===== config.mk =====
export PLATFORM = sky130hd
export DESIGN_NAME = zac_rule
export DESIGN_NICKNAME = d
export VERILOG_FILES = /design/src/rtl/zac_pkg.sv /design/src/rtl/zac_rule.sv
export SDC_FILE = /design/constraint.sdc
export NUM_CORES = 1
export LEC_CHECK = 0
export BUFFER_PORTS_ARGS = -buffer_cell sky130_fd_sc_hd__buf_4
export CAP_MARGIN = 20
export CORE_AREA = 10 10 47 49
export DETAILED_ROUTE_END_ITERATION = 16
export DIE_AREA = 0 0 57 59
export SLEW_MARGIN = 20
export SYNTH_ARGS = -nofsm -noshare
export SYNTH_HDL_FRONTEND = slang
export SYNTH_SLANG_ARGS = --single-unit

===== constraint.sdc =====
create_clock -name vclk -period 1.08
set_input_delay 0.054 -clock vclk [all_inputs]
set_output_delay 0.054 -clock vclk [all_outputs]
set_load 0.01 [all_outputs]

===== src/rtl/zac_pkg.sv =====
package zac_pkg;
  typedef enum logic [1:0] {
    ACC_FETCH = 2'd0,
    ACC_READ  = 2'd1,
    ACC_WRITE = 2'd2,
    ACC_BAD   = 2'd3
  } acc_e;
endpackage


===== src/rtl/zac_rule.sv =====
module zac_rule
  import zac_pkg::*;
#(
  parameter int NUM_BLK = 6,
  parameter int IDXW    = 3
) (
  input  logic [IDXW-1:0]    blk,
  input  logic [1:0]         typ,
  input  logic               zone,
  input  logic [NUM_BLK-1:0] owner_eff,
  input  logic [NUM_BLK-1:0] xo_eff,
  input  logic [1:0]         zone_locked,
  output logic               grant
);
  logic in_range, owner, xo, foreign_blocked, data_acc;

  always_comb begin
    in_range = (32'(blk) < NUM_BLK);
    owner    = 1'b0;
    xo       = 1'b0;
    for (int i = 0; i < NUM_BLK; i++) begin
      if (32'(blk) == i) begin
        owner = owner_eff[i];
        xo    = xo_eff[i];
      end
    end
    data_acc        = (typ == ACC_READ) || (typ == ACC_WRITE);
    foreign_blocked = (zone != owner) && zone_locked[owner];
    grant = in_range && (typ != ACC_BAD) && !foreign_blocked && !(xo && data_acc);
  end
endmodule


### After elaboration in Yosys (flattened, before gate mapping)

Cells that the tools add are included.
W data, S select, Z words.

| word-level totals | value |
|---|---|
| register bits after elaboration | 0 |
| bits of input ports | 20 |
| output and inout bits | 1 |
| word-level logic and storage cells | 34 |

| cells by class | value |
|---|---|
| order comparisons | 2 |
| equality and inequality tests | 9 |
| multiplexer cells | 14 |
| reductions and logical operators | 9 |

Operators by type and width:

| cell | number |
|---|---|
| $mux W1 | 14 |
| $eq A3 B2 Y1 const B | 2 |
| $eq A3 B3 Y1 const B | 2 |
| $logic_and A1 B1 Y1 | 5 |
| $eq A3 B1 Y1 const B | 1 |
| $logic_not A3 Y1 | 1 |
| $lt A3 B3 Y1 const B | 1 |
| $eq A2 B1 Y1 const B | 1 |
| $eq A2 B2 Y1 const B | 1 |
| $logic_not A1 Y1 | 2 |
| $lt A1 B2 Y1 const B | 1 |
| $ne A2 B2 Y1 const B | 1 |
| $logic_or A1 B1 Y1 | 1 |
| $ne A1 B1 Y1 | 1 |

### Longest topological paths before layout

Gate-level depths: netlist of run 1.

| logic depth | value |
|---|---|
| depth in word-level cells | 13 |
| depth in mapped cells | 5 |
| depth with buffers taken out | 4 |

### Worst setup path before layout of run 1

No wires, ideal clock.

| path | value |
|---|---|
| path kind | input-to-output |
| start | input blk[0] |
| end | output grant |
| arrival | 980 ps |
| data required time | 1026 ps |
| path slack | 46 ps |
| cell stages on the path | 5 |
| buffers on the path | 1 |
| path through | buf_6 mux2_4 a21o_1 a21oi_1 and4b_1 |

| on the way | value |
|---|---|
| cells in the longest elaborated chain, start to end | 13 |
| elaborated cells on any way between the ends | 29 |
| those cells by class | order compare (1); eq/ne (6); mux (14); reduce/logical (8) |

RTL lines:

| what | line | RTL |
|---|---|---|
| start: declaration | zac_rule.sv:7 | `input logic [IDXW-1:0] blk,` |
| $logic_not A3 Y1 | zac_rule.sv:22 | `if (32'(blk) == i) begin` |
| $mux W1 (6 in series) | zac_rule.sv:22 |  |
| $mux W1 (not written as such) (2 in series) | zac_rule.sv:28 | `foreign_blocked = (zone != owner) && zone_locked[owner];` |
| $logic_and A1 B1 Y1 | zac_rule.sv:28 |  |
| $logic_not A1 Y1 | zac_rule.sv:29 | `grant = in_range && (typ != ACC_BAD) && !foreign_blocked && !(xo && data_acc);` |
| $logic_and A1 B1 Y1 | zac_rule.sv:29 |  |
| $logic_and A1 B1 Y1 (*) | zac_rule.sv:29 |  |
| end: declaration | zac_rule.sv:13 | `output logic grant` |

Every way passes the cells marked *; elsewhere a longest branch is shown, timed or not. The select of a mux whose other input is x is not followed.

### Worst setup path after layout of run 1

Ends and elaborated chain as after synthesis.

==> flow_summary.json, run 1 <==
{
  "fin_tns_setup_ns": -0.0182,
  "crit_path_end_kind": "output pin",
  "grt_max_degree": 6,
  "port_buffers": 21,
  "nClkBuffers": 0,
  "fill_cells": 169,
  "critPathRequiredTime_ns": 1.03,
  "slew_headroom_pct": 81.9,
  "timing.final.crit_share_pct": 102,
  "setup_slack_ns": -0.0182,
  "net-switching-power_mw": 0.0399,
  "vdd_ir_drop_max_mv": 0.0583,
  "seq_cells": 0,
  "coreArea_um2": 1400,
  "synth_common_cells": "mux2i_1, nor3b_1",
  "finalSetupViolations": 1,
  "cts_setup_buffers": 0,
  "fp.dieH_um": 59,
  "synth_top_cell_area_share_pct": 18.3,
  "cp_max_fo": 5,
  "hp-class": "input pin to output pin",
  "power_frac_clock_pct": 0,
  "avgViaCountPerCell": 4.15,
  "status": "finished with violations",
  "dieArea_um2": 3360,
  "overflow": 0,
  "grtUsageMet2_pct": 7.75,
  "vias": 224,
  "hold_ws_ns": 0.561,
  "grt_pass1_wl_um": 1040,
  "ff_latch_area_um2": 0,
  "antenna_found_initial": 0,
  "netlist_instances": 18,
  "seq_power_share_pct": 0,
  "synth_largest_area_cell": "mux2i_1",
  "switching_share_pct": 30.4,
  "drc": 0,
  "critical_path_class": "input pin to output pin",
  "ant_nets": 0,
  "dpl.hpwl_um": 612,
  "final_util_pct": 25.6,
  "avgRoutedWirePerCell_um": 13.0,
  "yosysWarningCount": 0,
  "period_needed_ns": 1.10,
  "synth_cell_types": 15,
  "post-place-ws_ns": -0.120,
  "hold_depth": 4,
  "power_leakage_nw": 0.175,
  "grt.total_usage_pct": 3.51,
  "ys_top_cells_by_area": "mux2i_1, mux4_2, mux2_4",
  "floorplan.initialDensity_pct": 11.7,
  "hold_viol": 0,
  "holdCritStartpoint": "blk[1]",
  "synth_most_common_cell": "mux2i_1",
  "syn_nets": 39,
  "die_w_um": 57,
  "first_global_vias": 245,
  "rsz0062_at_grt": "yes",
  "powerDensity_nw_per_um2": 365,
  "use_met1_pct": 2.98,
  "ioPinCount": 21,
  "drtPass1Iterations": 1,
  "max_cap_viol_count": 0,
  "seq_area_frac_synth_pct": 0,
  "start_kind": "input pin",
  "violations": "setup timing",
  "use_met3_pct": 1.29,
  "cp_slowest_stage_delay_ns": 0.49,
  "min_to": "grant",
  "nets": 61,
  "diodes": 0,
  "avgSynthCellArea_um2": 9.11,
  "total_power_mw": 0.131,
  "drive_above_1_share_pct": 63.2,
  "slowest_stage": "mux4_2",
  "cp.arrival_ns": 1.04,
  "p_int_mw": 0.0911,
  "synthesis.area_um2": 164,
  "wirelength_um": 700,
  "tightest_slew_ns": 0.271,
  "drv_slew": 0,
  "place.gp.congestion": 0.658,
  "crit_chain": "buf_12, mux4_2, nand3b_1, and4b_1, buf_6",
  "combinationalPowerShare_pct": 100.0,
  "areaGrowthSynthToFinish_pct": 119,
  "drt_first_iter_violations": 0,
  "clock.fmax_mhz": 911,
  "busiest_layer": "met2",
  "core.rowCount": 14
}
==> layout by cell type, fill, tap and decap left out <==
cell | synthesis | routed
a21o_1 | 1 | 1
a21oi_1 | 1 | 1
and4b_1 | 1 | 1
buf_12 | 0 | 1
buf_4 | 0 | 19
buf_6 | 1 | 1
ha_4 | 0 | 1
inv_1 | 1 | 1
mux2_4 | 1 | 1
mux2i_1 | 3 | 3
mux4_2 | 1 | 1
nand2_1 | 1 | 1
nand3b_1 | 1 | 1
nor3_1 | 1 | 1
nor3b_1 | 2 | 2
nor4_1 | 1 | 1
o311ai_1 | 0 | 1
==> final cells by class <==
type               count  area, µm²  share of cell area (%)
inverters              1       3.75                    1.05
multi-input cells     16        161                    44.9
repair buffers        21        174                    48.4
well taps             16       20.0                    5.57
==> metrics by stage <==
stage / cell area [µm²] / cells
finish: 359 / 54
global route: 359 / 54
CTS: 354 / 54
detailed placement: 330 / 54
global placement: 330 / 54
floorplan: 164 / 18
==> layer usage <==
layer | wire [µm] | part of all wire (%)
met5 | 0 | 0
met1 | 228 | 33
met2 | 396 | 57
met3 | 75 | 11
met4 | 0 | 0
==> worst max path at each step <==
| stage | start | end | slack [ns] | cells past startpoint |
|---|---|---|---|---|
| CTS | blk[0] | grant | -0.03 | 6 |
| global placement | blk[0] | grant | -0.10 | 6 |
| finish | blk[0] | grant | -0.02 | 5 |
| floorplan | blk[0] | grant | 0.05 | 5 |
| global route | blk[0] | grant | -0.07 | 5 |
| detailed placement | blk[0] | grant | -0.12 | 6 |
==> power by group through the flow <==
stage / Combinational, mW / Sequential [mW] / Clock [mW]
2_1_floorplan: 0.0497 / 0 / 0
3_3_place_gp: 0.117 / 0 / 0
3_5_place_dp: 0.118 / 0 / 0
4_1_cts: 0.130 / 0 / 0
5_1_grt: 0.141 / 0 / 0
6_report: 0.131 / 0 / 0
==> repair_timing <==
| action | in CTS | in global routing |
|---|---|---|
| gates resized for setup | 5 | 1 |
| pin swaps | 5 | 2 |
| hold buffers | 0 | 0 |
| setup endpoints to repair | 1 | 1 |
==> critical path: cells and delay by family <==
kind | cells | cell delay (ns)
buffers and inverters | 2 | 0.20
multiplexers | 1 | 0.49
AND/OR/NAND/NOR | 2 | 0.30
==> logic make-up (layout without fill, tap and decap cells) <==
logic type / after synthesis / count (layout) / share of synthesized area (%)
adders and majority gates: 1 / 1 / 7.63
buffers and inverters: 2 / 22 / 9.16
AOI/OAI and AO/OA: 3 / 3 / 13.0
and+or+nand+nor: 7 / 7 / 29.0
muxes: 5 / 5 / 41.2
No activity file was read; power rests on OpenSTA's default activity.
==> inputs of run 2 (changes only) <==
Settings changed: ABC_AREA set to 1, ABC_CLOCK_PERIOD_IN_PS set to 1080.
==> flow_summary.json, run 2 <==
{
  "ant_nets": 0,
  "critPathRequiredTime_ns": 1.03,
  "design_area_um2": 459,
  "seq_area_frac_synth_pct": 0,
  "slew_headroom_pct": 85.2,
  "synth_top_cell_area_share_pct": 18.8,
  "placed_cell_area_um2": 413,
  "ctsHoldBuffers": 0,
  "nClkBuffers": 0,
  "core.rowCount": 14,
  "synth_common_cells": "nand2_1, inv_1, nand4_1",
  "drt_first_iter_violations": 2,
  "combinationalPowerShare_pct": 100.0,
  "yosysWarningCount": 0,
  "synth_compound_area_share_pct": 9.09,
  "rsz0062_at_grt": "yes",
  "crit_start": "blk[2]",
  "vdd_ir_drop_max_mv": 0.104,
  "netlist_instances": 43,
  "grt_pass1_wl_um": 1360,
  "switching_share_pct": 43.6,
  "synthMuxAreaShare_pct": 0,
  "p_int_mw": 0.0931,
  "areaGrowthSynthToFinish_pct": 109,
  "tightest_slew_ns": 0.221,
  "avgRoutedWirePerCell_um": 10.6,
  "synth_simple_gate_area_share_pct": 71.6,
  "clock.fmax_mhz": 931,
  "seq_cells": 0,
  "nets": 89,
  "ff_latch_area_um2": 0,
  "floorplan.initialDensity_pct": 15.7,
  "max_cap_viol_count": 0,
  "fp.dieH_um": 59,
  "crit_path_end_kind": "output pin",
  "slowest_stage": "or2_4",
  "drv_slew": 0,
  "synth_largest_area_cell": "nand2_1",
  "dpl.hpwl_um": 766,
  "cp_max_fo": 5,
  "port_buffers": 21,
  "drive_above_1_share_pct": 57.6,
  "status": "finished clean",
  "power_leakage_nw": 0.239,
  "ys_top_cells_by_area": "nand2_1, nand4_1, inv_1",
  "ioPinCount": 21,
  "cp.arrival_ns": 1.02,
  "cp_slowest_stage_delay_ns": 0.24,
  "avgSynthCellArea_um2": 5.12,
  "net-switching-power_mw": 0.0721,
  "coreArea_um2": 1400,
  "period_needed_ns": 1.07,
  "drc": 0,
  "cts_setup_buffers": 0,
  "crit_top_cell": "nand2_2",
  "timing.final.crit_share_pct": 99.5,
  "dieArea_um2": 3360,
  "power_frac_clock_pct": 0,
  "fin_tns_setup_ns": 0,
  "synth_xor_area_share_pct": 0,
  "critical_path_class": "input pin to output pin",
  "seq_power_share_pct": 0,
  "avgViaCountPerCell": 4.28,
  "setup_slack_ns": 0.00559,
  "finalSetupViolations": 0,
  "synthAdderAreaFrac_pct": 5.68,
  "hold_viol": 0,
  "grt_max_degree": 6,
  "syn_nets": 64,
  "crit_family": "simple AND/OR/NAND/NOR gates",
  "most-common-layout-cells": "buf_4, nand2_1, nand4_1",
  "crit_chain": "buf_8, inv_4, nor3_4, inv_2, or2_4, nand2_2, nand2_1, nand2_2, nor2_2, buf_4",
  "antenna_found_initial": 0,
  "first_global_vias": 375,
  "vias": 351,
  "synth_cell_types": 16,
  "start_kind": "input pin",
  "diodes": 0,
  "holdCritStartpoint": "blk[2]",
  "place.gp.congestion": 0.680,
  "post-place-ws_ns": -0.0489,
  "synthesis.area_um2": 220,
  "wirelength_um": 873,
  "die_w_um": 57,
  "worst-path-buf-inv": 4,
  "grt.total_usage_pct": 4.53,
  "drtPass1Iterations": 2,
  "overflow": 0,
  "synth_most_common_cell": "nand2_1",
  "powerDensity_nw_per_um2": 360,
  "layout_commonest_cell": "buf_4",
  "synth_top_family_by_area": "simple AND/OR/NAND/NOR gates",
  "hp-class": "input pin to output pin"
}
==> run 2: changes by cell type in the layout (fill, tap and decap cells not counted), sizes merged, moves of 2 or more <==
| cell | before | now |
|---|---|---|
| buf | 21 | 23 |
| inv | 1 | 8 |
| mux2i | 3 | 0 |
| nand2 | 1 | 12 |
| nand3 | 0 | 3 |
| nand4 | 0 | 5 |
| nor2 | 0 | 6 |
| nor3b | 2 | 0 |
| o21ai | 0 | 2 |
==> run 2: per-stage QoR <==
stage                     total power [mW]  util [%]  cells  hold slack [ns]
after detailed placement             0.144      29.5     82            0.535
after CTS                            0.156      31.3     82            0.525
after floorplan                     0.0593         -     43            0.281
after global placement               0.143      29.5     82            0.529
final                                0.165      32.8     82            0.523
after global routing                 0.183      32.8     82            0.583
==> run 2: worst paths after layout <==
path / to / cells past startpoint
max: grant / 10
min: grant / 5
==> run 2: repair_timing <==
action | CTS | global route
resized for setup | 9 | 8
cloned | 0 | 0
endpoints found under the setup margin | 1 | 1
pin swaps | 2 | 2
==> run 2: layout make-up <==
type,instances,area (µm²)
well taps,16,20.0
repair buffers,23,188
multi-input cells,35,216
inverters,8,35.0
fillers,163,942
==> run 2: power groups by stage <==
stage	Clock [mW]	Sequential, mW	Combinational (mW)
2_1_floorplan	0	0	0.0593
3_3_place_gp	0	0	0.143
3_5_place_dp	0	0	0.144
4_1_cts	0	0	0.156
5_1_grt	0	0	0.183
6_report	0	0	0.165
==> run 2: kinds of logic (layout without fill, tap and decap cells) <==
logic type	Yosys count	after routing
compound gates	4	4
buf+inv	8	31
fa+ha+maj	1	1
simple gates	30	30
==> run 2: per-layer routing <==
| layer | track usage, % | part of all wire [%] |
|---|---|---|
| met1 | 4.26 | 36 |
| met2 | 9.30 | 55 |
| met3 | 1.93 | 9.9 |
| met4 | 0 | 0 |
| met5 | 0 | 0 |
==> inputs of run 3 (changes only) <==
Settings changed: PLACE_DENSITY set to 0.5.
==> flow_summary.json, run 3 (synthesis gave the netlist of run 2 again) <==
{
  "holdCritStartpoint": "zone",
  "drc": 0,
  "antenna_found_initial": 0,
  "coreArea_um2": 1400,
  "rsz0062_at_grt": "yes",
  "core.rowCount": 14,
  "start_kind": "input pin",
  "crit_chain": "buf_12, inv_6, nor3_4, inv_2, or2_4, nand2_2, nand2_2, nand2_2, nor2_2, buf_4",
  "tightest_slew_ns": 0.194,
  "max_cap_viol_count": 0,
  "port_buffers": 21,
  "vdd_ir_drop_max_mv": 0.0836,
  "min_to": "grant",
  "combinationalPowerShare_pct": 100.0,
  "net-switching-power_mw": 0.0794,
  "critical_path_class": "input pin to output pin",
  "drtPass1Iterations": 4,
  "period_needed_ns": 1.08,
  "slowest_stage": "or2_4",
  "critPathRequiredTime_ns": 1.03,
  "placed_cell_area_um2": 435,
  "grt_pass1_wl_um": 1520,
  "nets": 94,
  "power_frac_clock_pct": 0,
  "drive_above_1_share_pct": 64.8,
  "vias": 352,
  "seq_cells": 0,
  "diodes": 0,
  "crit_family": "simple AND/OR/NAND/NOR gates",
  "timing.final.crit_share_pct": 100,
  "final_util_pct": 37.9,
  "worst-path-buf-inv": 4,
  "hp-class": "input pin to output pin",
  "hold_depth": 6,
  "ff_latch_area_um2": 0,
  "powerDensity_nw_per_um2": 360,
  "slew_headroom_pct": 86.9,
  "clock.fmax_mhz": 925,
  "status": "finished with violations",
  "drt_first_iter_violations": 3,
  "avgRoutedWirePerCell_um": 10.7,
  "cp.arrival_ns": 1.03,
  "setup_slack_ns": -0.000792,
  "finalSetupViolations": 1,
  "ioPinCount": 21,
  "most-common-layout-cells": "buf_4, nand2_1, nand4_1",
  "ant_nets": 0,
  "die_w_um": 57,
  "drv_slew": 0,
  "hold_viol": 0,
  "power_leakage_nw": 0.275,
  "grt.total_usage_pct": 5.14,
  "cp_max_fo": 5,
  "cp_slowest_stage_delay_ns": 0.26,
  "first_global_vias": 363,
  "dpl.hpwl_um": 754,
  "areaGrowthSynthToFinish_pct": 141,
  "seq_power_share_pct": 0,
  "ctsHoldBuffers": 0,
  "layout_commonest_cell": "buf_4",
  "place.gp.congestion": 0.653,
  "switching_share_pct": 41.6,
  "fp.dieH_um": 59,
  "violations": "setup timing",
  "floorplan.initialDensity_pct": 15.7,
  "overflow": 0,
  "wirelength_um": 934,
  "crit_path_end_kind": "output pin",
  "crit_top_cell": "nand2_2",
  "p_int_mw": 0.111,
  "grt_max_degree": 6,
  "avgViaCountPerCell": 4.05,
  "design_area_um2": 531,
  "dieArea_um2": 3360,
  "nClkBuffers": 0
}
## run 3: cell types whose count changed in the layout (fill, tap and decap cells not counted), moves of 2 or more
cell | previous run | this run
inv_4 | 2 | 0
buf_12 | 0 | 2
inv_6 | 0 | 2
buf_4 | 20 | 25
## run 3: layout make-up
cell class	instances	area (µm²)
repair buffers	28	239
well taps	16	20.0
multi-input cells	35	231
fillers	153	871
inverters	8	40.0
## run 3: how the worst max path moves through the flow
| stage | from | endpoint | slack, ns | cells after the start |
|---|---|---|---|---|
| 3_5_place_dp | blk[2] | grant | -0.04 | 10 |
| 6_report | blk[2] | grant | -0.0008 | 10 |
| 2_1_floorplan | blk[2] | grant | 0.23 | 7 |
| 4_1_cts | blk[2] | grant | -0.007 | 10 |
| 5_1_grt | blk[1] | grant | -0.10 | 13 |
| 3_3_place_gp | blk[1] | grant | -0.06 | 9 |
## run 3: timing repair
action	4_1_cts	5_1_grt
pin swaps	5	5
setup buffers	2	0
endpoints found under the setup margin	1	1
resized for setup	15	10
## run 3: metrics by stage
stage               hold slack [ns]  total power, mW   TNS (ns)  std cells  setup slack, ns
finish                        0.517            0.191  -0.000792         87        -0.000792
detailed placement            0.527            0.151    -0.0372         85          -0.0372
global route                  0.557            0.211     -0.101         87           -0.101
CTS                           0.523            0.176   -0.00701         87         -0.00701
global placement              0.531            0.152    -0.0605         85          -0.0605
floorplan                     0.281           0.0593          0         43            0.234
## run 3: worst min-delay path: cells and delay by family
| family | cells | cell delay (ns) |
|---|---|---|
| buffers and inverters | 2 | 0.20 |
| and+or+nand+nor | 4 | 0.20 |
## run 3: metal layers
layer  share of wire (%)  GRT usage (%)  routed length [µm]
met5                   0              0                   0
met4                   0              0                   0
met3                 4.7          0.644                  44
met2                  56           11.0                 522
met1                  39           5.35                 367
## run 3: power groups by stage
stage          Combinational (mW)  Sequential (mW)  Clock (mW)
6_report                    0.191                0           0
5_1_grt                     0.211                0           0
4_1_cts                     0.176                0           0
3_5_place_dp                0.151                0           0
3_3_place_gp                0.152                0           0
2_1_floorplan              0.0593                0           0
